### src/rtl/simd_alu_pkg.sv
package simd_alu_pkg;

    localparam int OP_W = 5;

    typedef enum logic [OP_W-1:0] {
        OP_ADD_S32  = 5'd1,
        OP_ADD_W16  = 5'd2,
        OP_ADD_B8   = 5'd3,
        OP_SUB_D32  = 5'd4,
        OP_SUB_W16  = 5'd5,
        OP_SUB_B8   = 5'd6,
        OP_ADDS_W16 = 5'd7,
        OP_ADDS_B8  = 5'd8,
        OP_SUBS_W16 = 5'd9,
        OP_SUBS_B8  = 5'd10,
        OP_ADDU_W16 = 5'd11,
        OP_ADDU_B8  = 5'd12,
        OP_SUBU_W16 = 5'd13,
        OP_SUBU_B8  = 5'd14,
        OP_CEQ_D32  = 5'd15,
        OP_CEQ_W16  = 5'd16,
        OP_CEQ_B8   = 5'd17,
        OP_CGT_D32  = 5'd18,
        OP_CGT_W16  = 5'd19,
        OP_CGT_B8   = 5'd20,
        OP_AND_S32  = 5'd21,
        OP_OR_S32   = 5'd22,
        OP_XOR_S32  = 5'd23
    } op_e;

    // Index into the lane-unit array: width = 8 << index
    typedef enum logic [1:0] {
        LW_8  = 2'd0,
        LW_16 = 2'd1,
        LW_32 = 2'd2
    } lane_e;

    typedef enum logic [2:0] {
        K_ADD = 3'd0,
        K_SUB = 3'd1,
        K_CEQ = 3'd2,
        K_CGT = 3'd3,
        K_AND = 3'd4,
        K_OR  = 3'd5,
        K_XOR = 3'd6
    } kind_e;

    typedef enum logic [1:0] {
        SAT_WRAP = 2'd0,
        SAT_SIGN = 2'd1,
        SAT_UNS  = 2'd2
    } sat_e;

    typedef struct packed {
        lane_e lw;
        kind_e kind;
        sat_e  sat;
        logic  scalar;
        logic  illegal;
    } ctrl_t;

endpackage

### src/rtl/simd_alu_decode.sv
module simd_alu_decode
    import simd_alu_pkg::*;
(
    input  logic [OP_W-1:0] op,
    output ctrl_t           ctrl
);

    always_comb begin
        ctrl         = '0;
        ctrl.lw      = LW_8;
        ctrl.kind    = K_ADD;
        ctrl.sat     = SAT_WRAP;
        ctrl.scalar  = 1'b0;
        ctrl.illegal = 1'b0;
        case (op)
            OP_ADD_S32:  begin ctrl.lw = LW_32; ctrl.kind = K_ADD; ctrl.scalar = 1'b1; end
            OP_ADD_W16:  begin ctrl.lw = LW_16; ctrl.kind = K_ADD; end
            OP_ADD_B8:   begin ctrl.lw = LW_8;  ctrl.kind = K_ADD; end
            OP_SUB_D32:  begin ctrl.lw = LW_32; ctrl.kind = K_SUB; end
            OP_SUB_W16:  begin ctrl.lw = LW_16; ctrl.kind = K_SUB; end
            OP_SUB_B8:   begin ctrl.lw = LW_8;  ctrl.kind = K_SUB; end
            OP_ADDS_W16: begin ctrl.lw = LW_16; ctrl.kind = K_ADD; ctrl.sat = SAT_SIGN; end
            OP_ADDS_B8:  begin ctrl.lw = LW_8;  ctrl.kind = K_ADD; ctrl.sat = SAT_SIGN; end
            OP_SUBS_W16: begin ctrl.lw = LW_16; ctrl.kind = K_SUB; ctrl.sat = SAT_SIGN; end
            OP_SUBS_B8:  begin ctrl.lw = LW_8;  ctrl.kind = K_SUB; ctrl.sat = SAT_SIGN; end
            OP_ADDU_W16: begin ctrl.lw = LW_16; ctrl.kind = K_ADD; ctrl.sat = SAT_UNS; end
            OP_ADDU_B8:  begin ctrl.lw = LW_8;  ctrl.kind = K_ADD; ctrl.sat = SAT_UNS; end
            OP_SUBU_W16: begin ctrl.lw = LW_16; ctrl.kind = K_SUB; ctrl.sat = SAT_UNS; end
            OP_SUBU_B8:  begin ctrl.lw = LW_8;  ctrl.kind = K_SUB; ctrl.sat = SAT_UNS; end
            OP_CEQ_D32:  begin ctrl.lw = LW_32; ctrl.kind = K_CEQ; end
            OP_CEQ_W16:  begin ctrl.lw = LW_16; ctrl.kind = K_CEQ; end
            OP_CEQ_B8:   begin ctrl.lw = LW_8;  ctrl.kind = K_CEQ; end
            OP_CGT_D32:  begin ctrl.lw = LW_32; ctrl.kind = K_CGT; end
            OP_CGT_W16:  begin ctrl.lw = LW_16; ctrl.kind = K_CGT; end
            OP_CGT_B8:   begin ctrl.lw = LW_8;  ctrl.kind = K_CGT; end
            OP_AND_S32:  begin ctrl.lw = LW_32; ctrl.kind = K_AND; ctrl.scalar = 1'b1; end
            OP_OR_S32:   begin ctrl.lw = LW_32; ctrl.kind = K_OR;  ctrl.scalar = 1'b1; end
            OP_XOR_S32:  begin ctrl.lw = LW_32; ctrl.kind = K_XOR; ctrl.scalar = 1'b1; end
            default:     ctrl.illegal = 1'b1;
        endcase
    end

endmodule

### src/rtl/simd_lane_unit.sv
module simd_lane_unit
    import simd_alu_pkg::*;
#(
    parameter int DATA_W = 64,
    parameter int LANE_W = 8
) (
    input  logic [DATA_W-1:0] a,
    input  logic [DATA_W-1:0] b,
    input  kind_e             kind,
    input  sat_e              sat,
    output logic [DATA_W-1:0] y
);

    localparam int N_LANES = DATA_W / LANE_W;
    localparam logic [LANE_W-1:0] S_MAX = {1'b0, {(LANE_W-1){1'b1}}};
    localparam logic [LANE_W-1:0] S_MIN = {1'b1, {(LANE_W-1){1'b0}}};
    localparam logic [LANE_W-1:0] U_MAX = {LANE_W{1'b1}};

    for (genvar g = 0; g < N_LANES; g++) begin : g_lane
        logic [LANE_W-1:0] la;
        logic [LANE_W-1:0] lb;
        logic [LANE_W:0]   ext;
        logic [LANE_W-1:0] raw;
        logic              s_ovf;
        logic              u_ovf;
        logic [LANE_W-1:0] lr;

        assign la = a[g*LANE_W +: LANE_W];
        assign lb = b[g*LANE_W +: LANE_W];

        always_comb begin
            // the extra top bit is the lane's own carry out or borrow
            if (kind == K_SUB) begin
                ext   = {1'b0, la} - {1'b0, lb};
                raw   = ext[LANE_W-1:0];
                s_ovf = (la[LANE_W-1] != lb[LANE_W-1]) && (raw[LANE_W-1] != la[LANE_W-1]);
            end else begin
                ext   = {1'b0, la} + {1'b0, lb};
                raw   = ext[LANE_W-1:0];
                s_ovf = (la[LANE_W-1] == lb[LANE_W-1]) && (raw[LANE_W-1] != la[LANE_W-1]);
            end
            u_ovf = ext[LANE_W];

            lr = raw;
            case (kind)
                K_ADD, K_SUB: begin
                    if (sat == SAT_SIGN && s_ovf) begin
                        lr = la[LANE_W-1] ? S_MIN : S_MAX;
                    end else if (sat == SAT_UNS && u_ovf) begin
                        lr = (kind == K_ADD) ? U_MAX : '0;
                    end
                end
                K_CEQ:   lr = (la == lb) ? U_MAX : '0;
                K_CGT:   lr = ($signed(la) > $signed(lb)) ? U_MAX : '0;
                default: lr = '0;
            endcase
        end

        assign y[g*LANE_W +: LANE_W] = lr;
    end

endmodule

### src/rtl/simd_alu.sv
module simd_alu
    import simd_alu_pkg::*;
#(
    parameter int DATA_W   = 64,
    parameter int SCALAR_W = 32
) (
    input  logic              clk,
    input  logic              rst_n,
    input  logic              in_valid,
    input  logic [OP_W-1:0]   in_op,
    input  logic [DATA_W-1:0] in_a,
    input  logic [DATA_W-1:0] in_b,
    output logic              out_valid,
    output logic [DATA_W-1:0] out_result,
    output logic              out_illegal
);

    localparam int N_WIDTHS = 3;

    typedef struct packed {
        logic              vld;
        logic              ill;
        logic [DATA_W-1:0] res;
    } stage_t;

    ctrl_t             ctrl;
    logic [DATA_W-1:0] lane_y [N_WIDTHS];
    logic [DATA_W-1:0] logic_y;
    logic [DATA_W-1:0] comb_y;
    stage_t            st_d;
    stage_t            st_q;

    simd_alu_decode u_dec (
        .op   (in_op),
        .ctrl (ctrl)
    );

    for (genvar w = 0; w < N_WIDTHS; w++) begin : g_width
        simd_lane_unit #(
            .DATA_W (DATA_W),
            .LANE_W (8 << w)
        ) u_lanes (
            .a    (in_a),
            .b    (in_b),
            .kind (ctrl.kind),
            .sat  (ctrl.sat),
            .y    (lane_y[w])
        );
    end

    always_comb begin
        case (ctrl.kind)
            K_AND:   logic_y = in_a & in_b;
            K_OR:    logic_y = in_a | in_b;
            K_XOR:   logic_y = in_a ^ in_b;
            default: logic_y = '0;
        endcase
    end

    always_comb begin
        comb_y = '0;
        if (!ctrl.illegal) begin
            if (ctrl.kind inside {K_AND, K_OR, K_XOR}) begin
                comb_y = logic_y;
            end else begin
                comb_y = lane_y[ctrl.lw];
            end
            if (ctrl.scalar) begin
                comb_y[DATA_W-1:SCALAR_W] = '0;
            end
        end
    end

    always_comb begin
        st_d     = st_q;
        st_d.vld = in_valid;
        if (in_valid) begin
            st_d.res = comb_y;
            st_d.ill = ctrl.illegal;
        end
    end

    always_ff @(posedge clk) begin
        if (!rst_n) begin
            st_q <= '0;
        end else begin
            st_q <= st_d;
        end
    end

    assign out_valid   = st_q.vld;
    assign out_result  = st_q.res;
    assign out_illegal = st_q.ill;

endmodule

### config.mk
export PLATFORM = sky130hd
export DESIGN_NAME = simd_alu
export DESIGN_NICKNAME = d
export VERILOG_FILES = /design/src/rtl/simd_alu_pkg.sv /design/src/rtl/simd_alu_decode.sv /design/src/rtl/simd_lane_unit.sv /design/src/rtl/simd_alu.sv
export SDC_FILE = /design/constraint.sdc
export NUM_CORES = 1
export LEC_CHECK = 0
export ABC_AREA = 1
export ABC_CLOCK_PERIOD_IN_PS = 6500
export BUFFER_PORTS_ARGS = -buffer_cell sky130_fd_sc_hd__buf_2
export CAP_MARGIN = 20
export CORE_UTILIZATION = 40
export CTS_CLUSTER_SIZE = 12
export DETAILED_ROUTE_END_ITERATION = 8
export PLACE_DENSITY = 0.59
export SLEW_MARGIN = 0
export SYNTH_ARGS = -nofsm -noshare
export SYNTH_HDL_FRONTEND = slang
export SYNTH_SLANG_ARGS = --single-unit
### constraint.sdc
create_clock -name clk -period 6.5 [get_ports clk]
set_input_delay 0 -clock clk [delete_from_list [all_inputs] [get_ports clk]]
set_output_delay 0 -clock clk [all_outputs]
set_load 0.02 [all_outputs]
==> summary.txt <==
Starting Density -> 40.5%
hpwl dp -> 86,500 µm
Reg clk slew, reported paths -> 0.06 ns
synthesized area per cell -> 4.88 µm²
Post-CTS Resized -> 0
critical path endpoint category -> flip-flop
Std-Cell Rows -> 89
synth warn -> 0
Post-synth ARST share -> 0%
dpl cell area -> 25,100 µm²
CP peak stage delay -> 0.65 ns
Leak -> 0.0161 µW
vias per cell -> 5.45
H-tree levels -> 3
area of the mapped netlist -> 23,900 µm²
Num CTS Buffers -> 9
number of global-route vias before repair -> 27,000
GPL Wtd Cong -> 1.01
sum of negative setup slack -> 0 ns
Post-synth EDFFs -> 0
detailed-route DRC error count -> 0
non-filler cells, final -> 5,718
antenna cells -> 0
Power Density -> 153 nW/µm²
worst path bufs/invs -> 4
post-synth top area share -> 37.3%
io pins -> 202
initial antenna violation count -> 1
Post-Route Utilization -> 43.1%
Nets -> 5,298
CP Class -> in2reg
antenna-violating nets left -> 0
maxcap violations -> 0
Synth Flop Type -> dfxtp_1
dominant cell type by area after synthesis -> nand2_1
Clock Latency Late Sink -> 0.35 ns
buffers added on ports -> 201
Crit path top cell by count -> nand2_1
Worst Skew -> 0 ns
Sink Count -> 66
Synth area leaders -> nand2_1 (37%), ha_1 (11%), inv_1 (9.8%)
required time worst endpoint -> 6.77 ns
gr usage total -> 34.6%
peak supply drop -> 0.000151 V
CTS hold repair buffers -> 3
DRC marker count from the first detailed-route iteration -> 4,135
DRT Pass-1 Iters -> 6
synth cell count leaders -> nand2_1 (2,375), inv_1 (624), nand3_1 (437), nor2_1 (282), a21oi_1 (218)
die area -> 60,700 µm²
total gr overflow -> 0
Root Driver -> clkbuf_16
global-route wire length before repair -> 163,000 µm
period utilization -> 60.1%
final instance area -> 25,500 µm²
CORE AREA -> 59,000 µm²
crit path time final -> 3.91 ns
wire per inst -> 18.9 µm
Final Hold Fails -> 0
placed cell count -> 5,698
die height -> 246 µm
Worst Setup Start Kind -> primary input
Seq cells post-synth -> 66
Via Count -> 31,200
Final Power -> 3900 µW
Seq/Total Area, Yosys -> 5.53%
Final Max Slew Viols -> 0
CTS tree -> yes
critical path's slowest cell -> ha_1
Bufs on Longest Clock Path -> 2
worst-margin pin slew -> 1.05 ns
CP max FO -> 16
outcome -> complete, no violations
Max-slew headroom -> 29.3%
worst path arrival time -> 4.18 ns
final setup vio count -> 0
largest net degree at the start of global routing -> 71
area grow syn2layout -> 6.63%
final wirelength -> 108,000 µm
Die X -> 246 µm
Max Freq -> 256 MHz
Post CTS Setup Buffer Count -> 0
post-synthesis cell count -> 4,897
Top delay family on crit path -> simple AND/OR/NAND/NOR gates
most common cell in the synthesized netlist -> nand2_1
Netlist cell types -> 54
worst path cell trace -> buf_2 -> clkinv_1 -> ha_1 -> clkinv_1 -> o21bai_1 -> nor2_1 -> nand2_1 -> nor2_1 -> o21ai_1 -> nand2_1 -> clkinv_1 -> nand2_1 -> nand3_1 -> nand2_1 -> nand2_1 -> nand2_1 -> a21oi_1 -> nand2_1 -> nand2_1 -> nand2_1 -> a21oi_1
Syn Nets -> 5,255
share of cells above drive strength 1 -> 6.51%
Hold Crit Class -> in2reg
RSZ-0062 raised after global routing -> false
report_power, final:
group / internal, µW / total (µW) / leakage (µW) / switching, µW
logic: 857 / 2910 / 0.0154 / 2050
registers: 441 / 476 / 0.000539 / 35.4
clock network: 308 / 517 / 0.000149 / 209
worst min-delay path: stages:
cell       delay (ns)
buf_2            0.13
nand2_2          0.10
nand2_1          0.08
nor3_1           0.05
o2111ai_1        0.11
a21oi_1          0.07
cells by family (layout without fill, tap and decap cells):
| kind of cell | after synthesis | after routing | synth area share, % |
|---|---|---|---|
| AOI/OAI and AO/OA | 453 | 453 | 10.8 |
| buffers and inverters | 858 | 906 | 14.5 |
| xor gates and xnor gates | 42 | 42 | 1.54 |
| muxes | 3 | 3 | 0.126 |
| adders and majority gates | 222 | 222 | 12.1 |
| and+or+nand+nor | 3253 | 3253 | 55.4 |
| DFF | 66 | 66 | 5.53 |
placed cells by master (no fill, tap or decap), types with 4 or more instances in the layout:
cell	netlist	routed
a21boi_1	24	24
a21oi_1	218	218
a311oi_1	8	8
a31oi_2	4	4
and2_1	6	6
and3_1	7	7
buf_2	113	201
buf_4	17	26
clkbuf_16	0	9
clkinv_1	8	8
dfxtp_1	66	66
fa_1	16	16
ha_1	206	206
inv_1	624	623
inv_2	25	26
nand2_1	2375	2375
nand2_2	8	8
nand3_1	437	437
nand3_2	11	10
nand3b_1	13	13
nand4_1	46	46
nand4_2	4	4
nor2_1	282	280
nor2_2	10	11
nor3_1	40	39
nor4_1	7	7
o211ai_1	16	16
o21ai_0	97	97
o21ai_1	26	26
o21bai_1	13	13
o221ai_1	9	9
o22ai_1	23	23
xor2_1	40	40
state kept, by name, summed over array words and instances, names as in the netlist:
register and flops:
out_result 64, out_illegal 1, out_valid 1
stage by stage:
| stage | worst slack (ns) | hold WS (ns) |
|---|---|---|
| after floorplan | 3.97 | 0.0935 |
| after global placement | 2.41 | 0.231 |
| after detailed placement | 2.42 | 0.232 |
| after CTS | 2.76 | 0.236 |
| after global routing | 2.23 | 0.296 |
| final | 2.59 | 0.247 |
final cells by class:
class	count	area [µm²]
Tap cell	773	967
Multi-Input combinational cell	3973	19100
Sequential cell	66	1320
Inverter	657	2470
Fill cell	7003	33600
Timing Repair Buffer	233	1270
Clock buffer	10	239
Clock inverter	6	65.1
metal layers:
layer | GRT usage (%) | part of all wire (%)
met3 | 7.18 | 13
met2 | 48.2 | 39
met1 | 53.0 | 46
met4 | 7.39 | 2.0
met5 | 0 | 0
worst paths after layout:
path / cells past startpoint / from / slack [ns] / end
max reg2reg: 2 / out_result[16] / 5.74 / out_result[16]
min reg2reg: 2 / out_result[32] / 0.46 / out_result[32]
min: 6 / in_op[4] / 0.25 / out_illegal
max: 21 / in_a[63] / 2.59 / out_result[61]
No activity file was read; power rests on OpenSTA's default activity.
